--- src/rtl/mar_pkg.sv ---
package mar_pkg;
    localparam int MAR_DW    = 32;
    localparam int MAR_NIDX  = 8;
    localparam int MAR_IW    = $clog2(MAR_NIDX);
    localparam int MAR_HALF  = MAR_DW / 2;

    typedef enum logic [1:0] {
        MT_STRONG = 2'b00,
        MT_DEVICE = 2'b01,
        MT_NORMAL = 2'b10,
        MT_RSVD   = 2'b11
    } mar_mtype_e;

    typedef enum logic [1:0] {
        CA_NC   = 2'b00,
        CA_WBWA = 2'b01,
        CA_WT   = 2'b10,
        CA_WBNA = 2'b11
    } mar_cache_e;

    typedef struct packed {
        logic [MAR_DW-1:0] prim;
        logic [MAR_DW-1:0] norm;
    } mar_bank_t;
endpackage

--- src/rtl/mar_cfg_regs.sv ---
module mar_cfg_regs
    import mar_pkg::*;
#(
    parameter int DW = MAR_DW
) (
    input  logic          clk,
    input  logic          rst_n,
    input  logic          cfg_valid,
    input  logic          cfg_write,
    input  logic          cfg_sel,
    input  logic          cfg_secure,
    input  logic          cfg_priv,
    input  logic [DW-1:0] cfg_wdata,
    input  logic          sec_wr_lock,
    output logic [DW-1:0] cfg_rdata,
    output logic          cfg_undef,
    output logic [DW-1:0] prim_s,
    output logic [DW-1:0] norm_s,
    output logic [DW-1:0] prim_ns,
    output logic [DW-1:0] norm_ns
);
    localparam int NBANK = 2;

    typedef struct packed {
        logic [NBANK-1:0][DW-1:0] prim;
        logic [NBANK-1:0][DW-1:0] norm;
    } regs_t;

    regs_t st_d, st_q;
    logic  trap_user, trap_lock, wr_ok;
    logic  bank_idx;

    always_comb begin
        bank_idx  = cfg_secure;
        trap_user = cfg_valid && !cfg_priv;
        trap_lock = cfg_valid && cfg_priv && cfg_write && cfg_secure && sec_wr_lock;
        cfg_undef = trap_user || trap_lock;
        wr_ok     = cfg_valid && cfg_write && !cfg_undef;

        st_d = st_q;
        if (wr_ok) begin
            if (cfg_sel) st_d.norm[bank_idx] = cfg_wdata;
            else         st_d.prim[bank_idx] = cfg_wdata;
        end

        cfg_rdata = '0;
        if (cfg_valid && !cfg_write && !cfg_undef) begin
            cfg_rdata = cfg_sel ? st_q.norm[bank_idx] : st_q.prim[bank_idx];
        end
    end

    always_ff @(posedge clk or negedge rst_n) begin
        if (!rst_n) st_q <= '0;
        else        st_q <= st_d;
    end

    assign prim_s  = st_q.prim[1];
    assign norm_s  = st_q.norm[1];
    assign prim_ns = st_q.prim[0];
    assign norm_ns = st_q.norm[0];
endmodule

--- src/rtl/mar_stage1.sv ---
module mar_stage1
    import mar_pkg::*;
#(
    parameter int DW   = MAR_DW,
    parameter int NIDX = MAR_NIDX
) (
    input  logic [DW-1:0]           prim,
    input  logic                    remap_en,
    input  logic [$clog2(NIDX)-1:0] idx,
    output mar_mtype_e              mtype,
    output logic                    shareable
);
    localparam int IW   = $clog2(NIDX);
    localparam int HALF = DW / 2;

    logic [NIDX-1:0][1:0] type_fld;
    logic [NIDX-1:0]      shr_fld;

    for (genvar g = 0; g < NIDX; g++) begin : g_fld
        assign type_fld[g] = prim[2*g +: 2];
        assign shr_fld[g]  = prim[HALF + g];
    end

    always_comb begin
        mtype     = MT_NORMAL;
        shareable = 1'b0;
        if (remap_en) begin
            unique case (type_fld[idx])
                2'b00:   mtype = MT_STRONG;
                2'b01:   mtype = MT_DEVICE;
                default: mtype = MT_NORMAL;
            endcase
            shareable = (mtype == MT_STRONG) ? 1'b1 : shr_fld[idx];
        end else begin
            unique case (idx)
                IW'(0): begin mtype = MT_STRONG; shareable = 1'b1; end
                IW'(1): begin mtype = MT_DEVICE; shareable = 1'b1; end
                default: begin mtype = MT_NORMAL; shareable = 1'b0; end
            endcase
        end
    end
endmodule

--- src/rtl/mar_stage2.sv ---
module mar_stage2
    import mar_pkg::*;
#(
    parameter int DW   = MAR_DW,
    parameter int NIDX = MAR_NIDX
) (
    input  logic [DW-1:0]           norm,
    input  logic                    remap_en,
    input  logic [$clog2(NIDX)-1:0] idx,
    input  mar_mtype_e              mtype,
    output mar_cache_e              inner,
    output mar_cache_e              outer
);
    localparam int IW   = $clog2(NIDX);
    localparam int HALF = DW / 2;

    logic [NIDX-1:0][1:0] in_fld;
    logic [NIDX-1:0][1:0] out_fld;

    for (genvar g = 0; g < NIDX; g++) begin : g_fld
        assign in_fld[g]  = norm[2*g +: 2];
        assign out_fld[g] = norm[HALF + 2*g +: 2];
    end

    always_comb begin
        inner = CA_NC;
        outer = CA_NC;
        if (mtype == MT_NORMAL) begin
            if (remap_en) begin
                inner = mar_cache_e'(in_fld[idx]);
                outer = mar_cache_e'(out_fld[idx]);
            end else begin
                unique case (idx)
                    IW'(2): begin inner = CA_WT;   outer = CA_WT;   end
                    IW'(3): begin inner = CA_WBNA; outer = CA_WBNA; end
                    IW'(7): begin inner = CA_WBWA; outer = CA_WBWA; end
                    default: begin inner = CA_NC;  outer = CA_NC;   end
                endcase
            end
        end
    end
endmodule

--- src/rtl/mem_attr_remap.sv ---
module mem_attr_remap
    import mar_pkg::*;
#(
    parameter int DW   = MAR_DW,
    parameter int NIDX = MAR_NIDX
) (
    input  logic          clk,
    input  logic          rst_n,
    input  logic          cfg_valid,
    input  logic          cfg_write,
    input  logic          cfg_sel,
    input  logic          cfg_secure,
    input  logic          cfg_priv,
    input  logic [DW-1:0] cfg_wdata,
    input  logic          sec_wr_lock,
    output logic [DW-1:0] cfg_rdata,
    output logic          cfg_undef,
    input  logic          lk_secure,
    input  logic          lk_remap_en,
    input  logic          lk_tex0,
    input  logic          lk_c,
    input  logic          lk_b,
    input  logic          lk_ns_in,
    output logic [1:0]    lk_mtype,
    output logic          lk_shareable,
    output logic [1:0]    lk_inner,
    output logic [1:0]    lk_outer,
    output logic          lk_ns_out
);
    localparam int IW = $clog2(NIDX);

    logic [DW-1:0] prim_s, norm_s, prim_ns, norm_ns;
    logic [DW-1:0] prim_sel, norm_sel;
    logic [IW-1:0] lk_idx;
    mar_mtype_e    mtype;
    mar_cache_e    inner, outer;

    mar_cfg_regs #(.DW(DW)) u_regs (
        .clk         (clk),
        .rst_n       (rst_n),
        .cfg_valid   (cfg_valid),
        .cfg_write   (cfg_write),
        .cfg_sel     (cfg_sel),
        .cfg_secure  (cfg_secure),
        .cfg_priv    (cfg_priv),
        .cfg_wdata   (cfg_wdata),
        .sec_wr_lock (sec_wr_lock),
        .cfg_rdata   (cfg_rdata),
        .cfg_undef   (cfg_undef),
        .prim_s      (prim_s),
        .norm_s      (norm_s),
        .prim_ns     (prim_ns),
        .norm_ns     (norm_ns)
    );

    always_comb begin
        lk_idx   = IW'({lk_tex0, lk_c, lk_b});
        prim_sel = lk_secure ? prim_s : prim_ns;
        norm_sel = lk_secure ? norm_s : norm_ns;
    end

    mar_stage1 #(.DW(DW), .NIDX(NIDX)) u_st1 (
        .prim      (prim_sel),
        .remap_en  (lk_remap_en),
        .idx       (lk_idx),
        .mtype     (mtype),
        .shareable (lk_shareable)
    );

    mar_stage2 #(.DW(DW), .NIDX(NIDX)) u_st2 (
        .norm     (norm_sel),
        .remap_en (lk_remap_en),
        .idx      (lk_idx),
        .mtype    (mtype),
        .inner    (inner),
        .outer    (outer)
    );

    assign lk_mtype  = mtype;
    assign lk_inner  = inner;
    assign lk_outer  = outer;
    assign lk_ns_out = lk_ns_in;
endmodule

--- config.mk ---
export PLATFORM = sky130hd
export DESIGN_NAME = mem_attr_remap
export DESIGN_NICKNAME = d
export VERILOG_FILES = /design/src/rtl/mar_pkg.sv /design/src/rtl/mar_cfg_regs.sv /design/src/rtl/mar_stage1.sv /design/src/rtl/mar_stage2.sv /design/src/rtl/mem_attr_remap.sv
export SDC_FILE = /design/constraint.sdc
export NUM_CORES = 1
export LEC_CHECK = 0
export BUFFER_PORTS_ARGS = -buffer_cell sky130_fd_sc_hd__buf_4
export CAP_MARGIN = 0
export CORE_UTILIZATION = 25
export DETAILED_ROUTE_END_ITERATION = 12
export GPL_TIMING_DRIVEN = 1
export PLACE_DENSITY = 0.49
export SLEW_MARGIN = 5
export SYNTH_ARGS = -nofsm -noshare
export SYNTH_HDL_FRONTEND = slang
export SYNTH_HIERARCHICAL = 1
export SYNTH_SLANG_ARGS = --single-unit
--- constraint.sdc ---
create_clock -name clk -period 6.5 [get_ports clk]
set_input_delay 0.325 -clock clk [delete_from_list [all_inputs] [get_ports clk]]
set_output_delay 0.325 -clock clk [all_outputs]
set_load 0.01 [all_outputs]
# Yosys cells after proc, flatten, opt, wreduce, memory -nomap -nowiden
# Index checks and enable logic that the tools add are counted.
# op_classes
magnitude_cmp	3
eq_ne	6
mux	32
n_bitwise	1
n_reduce_logical	20
# ops
cell	count
$mux W32	8
$bwmux W64	2
$demux W32 S1	1
$mux W24	1
$bmux W2 S3	3
$mux W2	9
$logic_and A1 B1 Y1	10
$pmux W2 S2	2
$eq A3 B2 Y1 const B	2
$pmux W2 S3	1
$logic_not A2 Y1	2
$lt A3 B4 Y1 const B	1
$mux W1	4
$reduce_and A2 Y1	2
$bmux W1 S3	1
$eq A3 B1 Y1 const B	1
$eq A3 B3 Y1 const B	1
$logic_not A1 Y1	3
$logic_not A3 Y1	1
$eq A2 B1 Y1 const B	1
$eq A2 B2 Y1 const B	1
$lt A1 B2 Y1 const B	1
$reduce_or A2 Y1	1
$ge A1 B1 Y1 const B	1
2 further kinds	2
# totals
reg_bits	128
in_bits	46
elab_cells	66

# Depth between registers and ports, before layout
# Gate-level depths: netlist of the first run.
# logic_depth
word_depth	9
depth_mapped	10
mapped_depth_nobuf	8

# Hierarchy
# Netlist of the first run, hierarchy kept.
# by_module_without_submodules
module	instances	cells_each	area_per_inst_um2	seq_area_each_um2
mar_cfg_regs	1	353	5794.3	3203.1
mem_attr_remap	1	72	1084.8	0.0
mar_stage2	1	37	357.8	0.0
mar_stage1	1	20	269.0	0.0

# Worst setup path before layout of the first run
# Ideal clock, no wire load.
# synth_path
path_type	in2out
startpoint	input port lk_secure
endpoint	output port lk_inner[1]
t_arrival_ns	2.563
required_time_ns	6.175
path_slack_ns	3.612
path_stages	10
path_buffers	2
path_cell_list	buf_6 buf_12 mux2_4 mux4_1 mux2_2 nand3_1 o21ai_0 nand2b_1 a21o_1 a31oi_1
# synth_between
elab_chain_cells	9
word_cells_on_any_way	14
cone_classes	eq/ne: 2; mux: 11; reduce/logical: 1
# synth_rtl
item	line	rtl
from (decl)	mem_attr_remap.sv:18	input logic lk_secure,
$mux W24 *	mem_attr_remap.sv:58	prim_sel = lk_secure ? prim_s : prim_ns;
net prim_sel[6]	mem_attr_remap.sv:33	logic [DW-1:0] prim_sel, norm_sel;
$bmux W2 S3 *	mar_stage1.sv:28	unique case (type_fld[idx])
$mux W2 (not written as such) *	mar_stage1.sv:28	
$eq A2 B1 Y1 / $logic_not A2 Y1 (equally long branches)	mar_stage1.sv:28	
$pmux W2 S2 *	mar_stage1.sv:28	
$mux W2 * (2 in series)	mar_stage1.sv:27	if (remap_en) begin
net lk_mtype[0]	mem_attr_remap.sv:24	output logic [1:0] lk_mtype,
$eq A2 B2 Y1 *	mar_stage2.sv:28	if (mtype == MT_NORMAL) begin
$mux W2 *	mar_stage2.sv:28	
to (decl)	mem_attr_remap.sv:26	output logic [1:0] lk_inner,
# Mark *: on every way through the listed nets, which the timed path passes. The rest lies on a longest branch. The select of a mux whose other input is x is not followed.

# Worst setup path after layout of the first run
# layout_path
startpoint	input port lk_secure
endpoint	output port lk_inner[1]
# layout_between
elab_chain_cells	9
word_cells_on_any_way	14
cone_classes	eq/ne: 2; mux: 11; reduce/logical: 1
# layout_rtl
item	line
$mux W24 *	mem_attr_remap.sv:58
net prim_sel[0]	mem_attr_remap.sv:33
$bmux W2 S3 *	mar_stage1.sv:28
$mux W2 (not written as such) *	mar_stage1.sv:28
$eq A2 B1 Y1 / $logic_not A2 Y1 (equally long branches)	mar_stage1.sv:28
$pmux W2 S2 *	mar_stage1.sv:28
$mux W2 * (2 in series)	mar_stage1.sv:27
$eq A2 B2 Y1 *	mar_stage2.sv:28
$mux W2 *	mar_stage2.sv:28
# Marked as above.

==> impl_metrics.json, run 1 <==
{
  "cp.arrival_ns": 3.04,
  "synthesis.area_um2": 7390,
  "die_h_um": 174,
  "syn_area_per_cell_um2": 15.6,
  "yosysWarnings": 6,
  "min_period_ns": 3.37,
  "cts_buffers": 17,
  "hold_ws_ns": -0.0217,
  "crit_path_end_kind": "output port",
  "nets": 594,
  "cts_tree": "built",
  "worstMarginPinSlew_ns": 0.921,
  "relSlewSlack_pct": 38.6,
  "r2r-start": "u_regs/prim_s[4]",
  "violations": "negative hold slack",
  "reg2reg_slack_ns": 5.67,
  "syn_nets": 520,
  "p_sw_w": 0.000690,
  "tns_ns": 0,
  "timing.final.hold_violations": 10,
  "rows": 62,
  "path_class": "in -> out",
  "r2r_end": "u_regs/prim_s[4]",
  "fin_skew_ns": 0,
  "clock_latency_ns": 0.41,
  "hp-class": "in -> async",
  "cts_hold_buf": 0,
  "syn_inst": 474,
  "drt_pass1_iterations": 4,
  "rsz0062_at_grt": "no",
  "crit_fanout": 35,
  "ir_drop_mv": 0.164,
  "clk_pin_slew_ns": 0.05,
  "timing.final.crit_share_pct": 51.8,
  "grtUsageTotal_pct": 13.5,
  "route.detailed.drc": 0,
  "setup_violations": 0,
  "cts_resized": 0,
  "die_area_um2": 30200,
  "fp.dieW_um": 174,
  "worst_r2r_path_depth": 1,
  "cap_violations": 0,
  "status": "complete, but fails checks",
  "slew_viol_final": 0,
  "detail_route.wl_per_cell_um": 20.8,
  "dp_hpwl_um": 12800,
  "dp_slack_ns": 3.14,
  "cts_setup_buffers": 0,
  "vias": 4402,
  "antenna_found_initial": 2,
  "cts_buffer_depth": 2,
  "p_int_w": 0.00202,
  "postLayoutCoreUtil_pct": 30.6,
  "cts.htree.levels": 4,
  "cts_root_buf": "clkbuf_16",
  "via_per_inst": 4.65,
  "worstPathRequired_ns": 6.17,
  "area_growth_pct": 19.4,
  "start_kind": "input pin",
  "drt_iter0_drc": 325,
  "fin_ws_ns": 3.13,
  "start_util_pct": 25.6,
  "ant_nets": 0,
  "comb_power_share_pct": 23.0,
  "grt_pass1_wl_um": 30500,
  "leakagePower_nw": 3.85,
  "first_global_vias": 4895,
  "clockPowerShare_pct": 36.4,
  "drt_wl_total_um": 19700,
  "cts_sinks": 128,
  "gr-total-overflow": 0,
  "power_frac_seq_pct": 40.6,
  "core_area_um2": 28900,
  "power_density_nw_per_um2": 307,
  "ios": 87,
  "drive_gt1_share_pct": 62.0,
  "port_buffers": 84,
  "clock.fmax_mhz": 297,
  "gp_congestion": 0.743,
  "swShare_pct": 25.5,
  "grt_max_degree": 71
}
==> flip-flops by register name (all words and copies together), names as in the netlist <==
register / cells
u_regs/norm_s: 32
u_regs/prim_s: 32
u_regs/norm_ns: 32
u_regs/prim_ns: 32
==> through the flow <==
stage,hold slack (ns),std cells,power (W),instance area (µm²)
global placement,0.433,913,0.00172,8200
finish,-0.0217,947,0.00271,8830
floorplan,0.0294,474,0.00154,7390
detailed placement,0.453,913,0.00174,8200
global route,0.0426,945,0.00283,8820
CTS,0.00933,945,0.00274,8820
==> power groups by stage <==
stage	Combinational, W	Sequential (W)	Clock, W
2_1_floorplan	0.000482	0.00106	0
3_3_place_gp	0.000616	0.00110	0
3_5_place_dp	0.000631	0.00111	0
4_1_cts	0.000634	0.00110	0.00101
5_1_grt	0.000670	0.00112	0.00104
6_report	0.000623	0.00110	0.000986
==> worst max path at each step <==
| stage | startpoint | end | slack, ns |
|---|---|---|---|
| finish | lk_secure | lk_inner[1] | 3.13 |
| global route | lk_secure | lk_inner[1] | 2.97 |
| CTS | lk_secure | lk_inner[1] | 3.14 |
| detailed placement | lk_secure | lk_inner[1] | 3.14 |
| global placement | lk_secure | lk_inner[1] | 3.22 |
| floorplan | lk_secure | lk_inner[1] | 3.62 |
==> worst max-delay path, stage by stage <==
cell and delay [ns]:
buf_4 0.54, mux2_2 0.41, mux4_1 0.49, mux2_2 0.29, nand3_1 0.09, o21ai_0 0.10, nand2b_1 0.22, a21o_1 0.20
a31oi_1 0.19, buf_4 0.16
==> per-layer routing <==
layer  vias to the layer above  GRT usage, %  part of all wire, %
li1                       1934             -                    -
met1                      2357          17.8                   45
met2                       102          21.5                   49
met3                         9          4.35                  5.7
met4                         0          3.44                 0.59
met5                         -             0                    0
==> placed cells by master (no fill, tap or decap), drive strengths merged <==
cell      instances
clkbuf           22
or2               1
nand3b            2
a31oi             3
nor3              3
inv               1
nand4             1
o211ai            1
mux4             40
nand3             4
a21oi             1
clkinvlp          3
diode             2
a21boi            1
mux2i             8
a221oi            2
dfrtp           128
a21o              1
bufinv            3
buf              91
nor2              4
clkinv            4
mux2            189
nand2             4
nand2b            4
nor2b            32
o21a              2
o22a              2
o221ai            3
o21ai             1
==> layout make-up <==
type / count / area (µm²)
clock buffers: 22 / 484
diodes: 2 / 5.00
inverters: 1 / 3.75
clock inverters: 10 / 133
well taps: 384 / 480
flip-flops and latches: 128 / 3200
repair buffers: 91 / 683
multi-input cells: 309 / 3830
fillers: 2891 / 20000
Power figures use the tool's default switching activity.
==> run 2, diff against run 1 <==
--- a/config.mk
+++ b/config.mk
@@ -10,7 +10,7 @@
 export CORE_UTILIZATION = 25
 export DETAILED_ROUTE_END_ITERATION = 12
 export GPL_TIMING_DRIVEN = 1
-export PLACE_DENSITY = 0.49
+export PLACE_DENSITY = 0.5
 export SLEW_MARGIN = 5
 export SYNTH_ARGS = -nofsm -noshare
 export SYNTH_HDL_FRONTEND = slang
==> constraint.sdc (replaced) <==
create_clock -name clk -period 2.9 [get_ports clk]
set_input_delay 0.145 -clock clk [delete_from_list [all_inputs] [get_ports clk]]
set_output_delay 0.145 -clock clk [all_outputs]
set_load 0.01 [all_outputs]
==> run 2 against run 1 <==
Effect of this change:
- the flow now finishes without violations
- cell area grew 5.3%
- flip-flop and latch count unchanged
- largest power group unchanged
- register-to-register slack worse by 3.7 ns
- via count increased by 3.6%
- highest routed layer is now met5
- clock skew did not move
- critical endpoint is now lk_outer[1]
==> impl_metrics.json, run 2 (synthesis gave the netlist of run 1 again) <==
{
  "reg2reg_slack_ns": 2.01,
  "ios": 87,
  "grt_pass1_wl_um": 31600,
  "start_kind": "flip-flop",
  "crit_path_end_kind": "output port",
  "wl_met2_um": 9990,
  "drt_iter0_drc": 280,
  "path_class": "reg -> out",
  "timing.final.hold_violations": 0,
  "nets": 637,
  "drt_wl_total_um": 20300,
  "final-instance-count-excl-fill": 988,
  "met1_length_um": 9390,
  "die_area_um2": 30200,
  "gr-total-overflow": 0,
  "dp_slack_ns": 0.122,
  "first_global_vias": 5045,
  "rows": 62,
  "final_cell_mix": "128 x mux2_2, 128 x dfrtp_1, 97 x buf_4",
  "cp.arrival_ns": 2.65,
  "critical-path-max-stage-delay_ns": 0.48,
  "clk_pin_slew_ns": 0.05,
  "top_layer": "met5",
  "drt_pass1_iterations": 4,
  "cpMostUsedCell": "mux2_4",
  "grtUsageTotal_pct": 13.9,
  "power_density_nw_per_um2": 662,
  "rsz0062_at_grt": "yes",
  "worstPathRequired_ns": 2.76,
  "fin_ws_ns": 0.108,
  "cts_root_buf": "clkbuf_16",
  "setup.worst_path.end": "lk_outer[1]",
  "fp.dieW_um": 174,
  "via_per_inst": 4.62,
  "ir_drop_mv": 0.353,
  "area_growth_pct": 25.8,
  "status": "complete, no violations",
  "detail_route.wl_per_cell_um": 20.5,
  "port_buffers": 84,
  "relSlewSlack_pct": 47.2,
  "clock_latency_ns": 0.41,
  "drive_gt1_share_pct": 60.5,
  "hp-class": "in -> reg",
  "hold_ws_ns": 0.0139,
  "ant_nets": 0,
  "dpl.cell_count": 921,
  "dp_hpwl_um": 13500,
  "crit_start": "u_regs/prim_ns[10]",
  "cts_buffer_depth": 2,
  "cts_buffers": 17,
  "gp_congestion": 0.763,
  "fin_skew_ns": 0,
  "cts_sinks": 128,
  "cts_tree": "built",
  "total_power_w": 0.00615,
  "start_util_pct": 25.6,
  "antenna_found_initial": 2,
  "slew_viol_final": 0,
  "r2r_end": "u_regs/prim_ns[12]",
  "crit_chain": "mux2_4 > mux4_2 > mux2_4 > nand3_2 > o21ai_2 > nand2b_4 > a21o_1 > a31oi_2 > buf_4",
  "die_h_um": 174,
  "vias": 4562,
  "clock.fmax_mhz": 358,
  "cap_violations": 0,
  "tns_ns": 0,
  "crit_fanout": 3,
  "setup_violations": 0,
  "min_period_ns": 2.79,
  "leakagePower_nw": 4.03,
  "timing.final.crit_share_pct": 96.3,
  "grt_max_degree": 53,
  "worst_r2r_path_depth": 2,
  "core_area_um2": 28900,
  "route.met3.wl_um": 739,
  "worstMarginPinSlew_ns": 0.792,
  "cts.htree.levels": 4,
  "cpMaxStageDelayCell": "mux4_2",
  "route.detailed.drc": 0,
  "r2r-start": "u_regs/prim_ns[12]"
}
[run 2: cell count changes in the layout (fill, tap and decap cells not counted), sizes merged]
cell / previous run / this run
dlygate4sd3: 0 / 32
buf: 91 / 102
clkbuf: 22 / 18
clkinvlp: 3 / 5
diode: 2 / 1
inv: 1 / 2
[run 2: worst min path at each step]
stage,startpoint,endpoint,slack (ns),depth (start not counted)
5_1_grt,cfg_wdata[10],u_regs/norm_s[10],0.01,2
2_1_floorplan,rst_n,u_regs/norm_ns[0],-0.15,0
6_report,cfg_wdata[10],u_regs/norm_s[10],0.01,2
3_5_place_dp,rst_n,u_regs/prim_ns[16],0.25,1
3_3_place_gp,rst_n,u_regs/prim_s[16],0.23,1
4_1_cts,cfg_wdata[10],u_regs/norm_s[10],0.005,2
[run 2: critical path: cells and delay by family (launching register included)]
| kind | cells | cell delay, ns |
|---|---|---|
| AOI/OAI and AO/OA | 3 | 0.40 |
| muxes | 3 | 1.04 |
| and+or+nand+nor | 2 | 0.25 |
| buffers and inverters | 1 | 0.14 |
| DFF | 1 | 0.39 |
[run 2: layer usage]
metal	vias up	GRT usage, %
met5	-	0
met4	2	3.76
met3	12	2.82
met2	98	22.9
met1	2428	18.6
li1	2022	-
[run 2: cell type report]
cell class	instances	area [µm²]
Sequential cell	128	3200
Fill cell	2852	19600
Inverter	1	3.75
Antenna cell	1	2.50
Clock buffer	18	439
Tap cell	384	480
Multi-Input combinational cell	309	3850
Timing Repair Buffer	134	1150
Clock inverter	13	164
[run 2: power by group]
| part | leakage [nW] | internal, W | switching (W) |
|---|---|---|---|
| Clock | 0.280 | 0.00137 | 0.000808 |
| Combinational | 2.15 | 0.000976 | 0.000530 |
| Sequential | 1.60 | 0.00217 | 0.000292 |
| Total | 4.03 | 0.00452 | 0.00163 |
[run 2: through the flow]
stage / instance area [µm²] / utilization, %
final: 9290 / 32.2
after global routing: 9290 / 32.2
after CTS: 9260 / 32.1
after detailed placement: 8330 / 28.9
after global placement: 8330 / 28.9
after floorplan: 7390 / -
[run 2: repair_timing]
action,4_1_cts,5_1_grt
resized for setup,4,5
setup endpoints to repair,3,2
hold buffers,32,0
buffers inserted,1,2
hold endpoints to repair,168,0
==> run 3, diff against run 2 <==
--- a/config.mk
+++ b/config.mk
@@ -10,7 +10,7 @@
 export CORE_UTILIZATION = 25
 export DETAILED_ROUTE_END_ITERATION = 12
 export GPL_TIMING_DRIVEN = 1
-export PLACE_DENSITY = 0.5
+export PLACE_DENSITY_LB_ADDON = 0.12
 export SLEW_MARGIN = 5
 export SYNTH_ARGS = -nofsm -noshare
 export SYNTH_HDL_FRONTEND = slang
==> run 3 against run 2 <==
Effect of this change:
- sequential power is essentially flat
- cell area is 1.6% higher
- clock skew is the same
- combinational power rose by 3%
- register-to-register slack worse by 0.12 ns
- via count is essentially flat
- critical path type unchanged
- largest cell class unchanged
- largest power group unchanged
==> impl_metrics.json, run 3 (synthesis gave the netlist of run 1 again) <==
{
  "status": "complete, no violations",
  "timing.final.crit_share_pct": 97.0,
  "die_h_um": 174,
  "setup_violations": 0,
  "vias": 4560,
  "drt_iter0_drc": 185,
  "clock_latency_ns": 0.41,
  "hold_start": "cfg_wdata[10]",
  "start_kind": "flip-flop",
  "clk_pin_slew_ns": 0.05,
  "gp_congestion": 0.689,
  "ios": 87,
  "route.detailed.drc": 0,
  "ir_drop_mv": 0.322,
  "start_util_pct": 25.6,
  "crit_start": "u_regs/prim_ns[10]",
  "cts.htree.levels": 4,
  "slew_viol_final": 0,
  "via_per_inst": 4.56,
  "diodes": 0,
  "rsz0062_at_grt": "yes",
  "leakagePower_nw": 4.12,
  "r2r-start": "u_regs/prim_ns[10]",
  "timing.final.hold_violations": 0,
  "dp_slack_ns": 0.167,
  "min_period_ns": 2.81,
  "worstPathRequired_ns": 2.76,
  "rows": 62,
  "ant_nets": 0,
  "cap_violations": 0,
  "detail_route.wl_per_cell_um": 20.9,
  "total_power_w": 0.00634,
  "hp-class": "in -> reg",
  "fin_skew_ns": 0,
  "nets": 649,
  "final_cell_mix": "128 x mux2_2, 128 x dfrtp_1, 110 x buf_4",
  "crit_fanout": 2,
  "grtUsageTotal_pct": 14.5,
  "core_area_um2": 28900,
  "port_buffers": 84,
  "cts_root_buf": "clkbuf_16",
  "tns_ns": 0,
  "first_global_vias": 5156,
  "clock.fmax_mhz": 355,
  "cts_tree": "built",
  "cts_buffer_depth": 2,
  "drt_pass1_iterations": 4,
  "crit_path_end_kind": "output port",
  "antenna_found_initial": 0,
  "drt_wl_total_um": 20900,
  "grt_pass1_wl_um": 32500,
  "cp.arrival_ns": 2.67,
  "drive_gt1_share_pct": 60.7,
  "die_area_um2": 30200,
  "dp_hpwl_um": 13300,
  "fin_ws_ns": 0.0857,
  "relSlewSlack_pct": 36.3,
  "gr-total-overflow": 0,
  "worstMarginPinSlew_ns": 0.956,
  "cts_sinks": 128,
  "path_class": "reg -> out",
  "fp.dieW_um": 174,
  "area_growth_pct": 27.8,
  "postLayoutCoreUtil_pct": 32.7,
  "grt_max_degree": 69,
  "power_density_nw_per_um2": 671,
  "cts_buffers": 17
}
run 3: power by group:
part           switching, W  internal [W]
logic              0.000534       0.00102
clock network      0.000786       0.00155
registers          0.000283       0.00217
total               0.00160       0.00474
run 3: final timing paths:
kind	slack, ns	cells past startpoint	endpoint
max	0.09	9	lk_outer[0]
min	0.04	2	u_regs/prim_ns[10]
max reg2reg	1.89	3	u_regs/prim_ns[10]
min reg2reg	0.50	1	u_regs/prim_s[30]
max in group asynchronous	1.66	3	u_regs/prim_ns[6]
min in group asynchronous	0.41	2	u_regs/prim_s[28]
run 3: layer usage:
layer  vias up  global-route usage (%)  part of all wire (%)
li1       2056                       -                     -
met1      2432                    18.6                    46
met2        62                    24.8                    51
met3        10                    3.08                   2.8
met4         0                    3.62                  0.91
met5         -                       0                     0
run 3: critical path, stage by stage, from the launching register on:
cell and delay [ns]:
dfrtp_1 0.38, mux2_4 0.27, mux4_2 0.48, mux2_4 0.29, nand3_2 0.08, o21ai_2 0.06
nand2b_4 0.14, buf_4 0.16, a221oi_4 0.23, buf_4 0.17
run 3: through the flow:
| stage | hold WS [ns] | cells | cell area, µm² |
|---|---|---|---|
| after floorplan | -0.151 | 474 | 7390 |
| after global placement | 0.290 | 924 | 8350 |
| after detailed placement | 0.290 | 924 | 8350 |
| after CTS | 0.00948 | 998 | 9400 |
| after global routing | 0.0125 | 1000 | 9450 |
| final | 0.0355 | 1000 | 9450 |
run 3: what timing repair did:
item | in CTS | in global routing
hold endpoints to repair | 184 | 0
pin swaps | 0 | 0
hold buffers | 32 | 0
buffers inserted | 10 | 2
setup endpoints to repair | 4 | 4
cloned | 0 | 0
resized for setup | 7 | 4
run 3: cell type report:
cell class,instances,area [µm²]
Timing Repair Buffer,146,1230
Multi-Input combinational cell,309,3890
Inverter,1,3.75
Fill cell,2888,19400
Sequential cell,128,3200
Clock inverter,10,184
Clock buffer,22,454
Tap cell,384,480
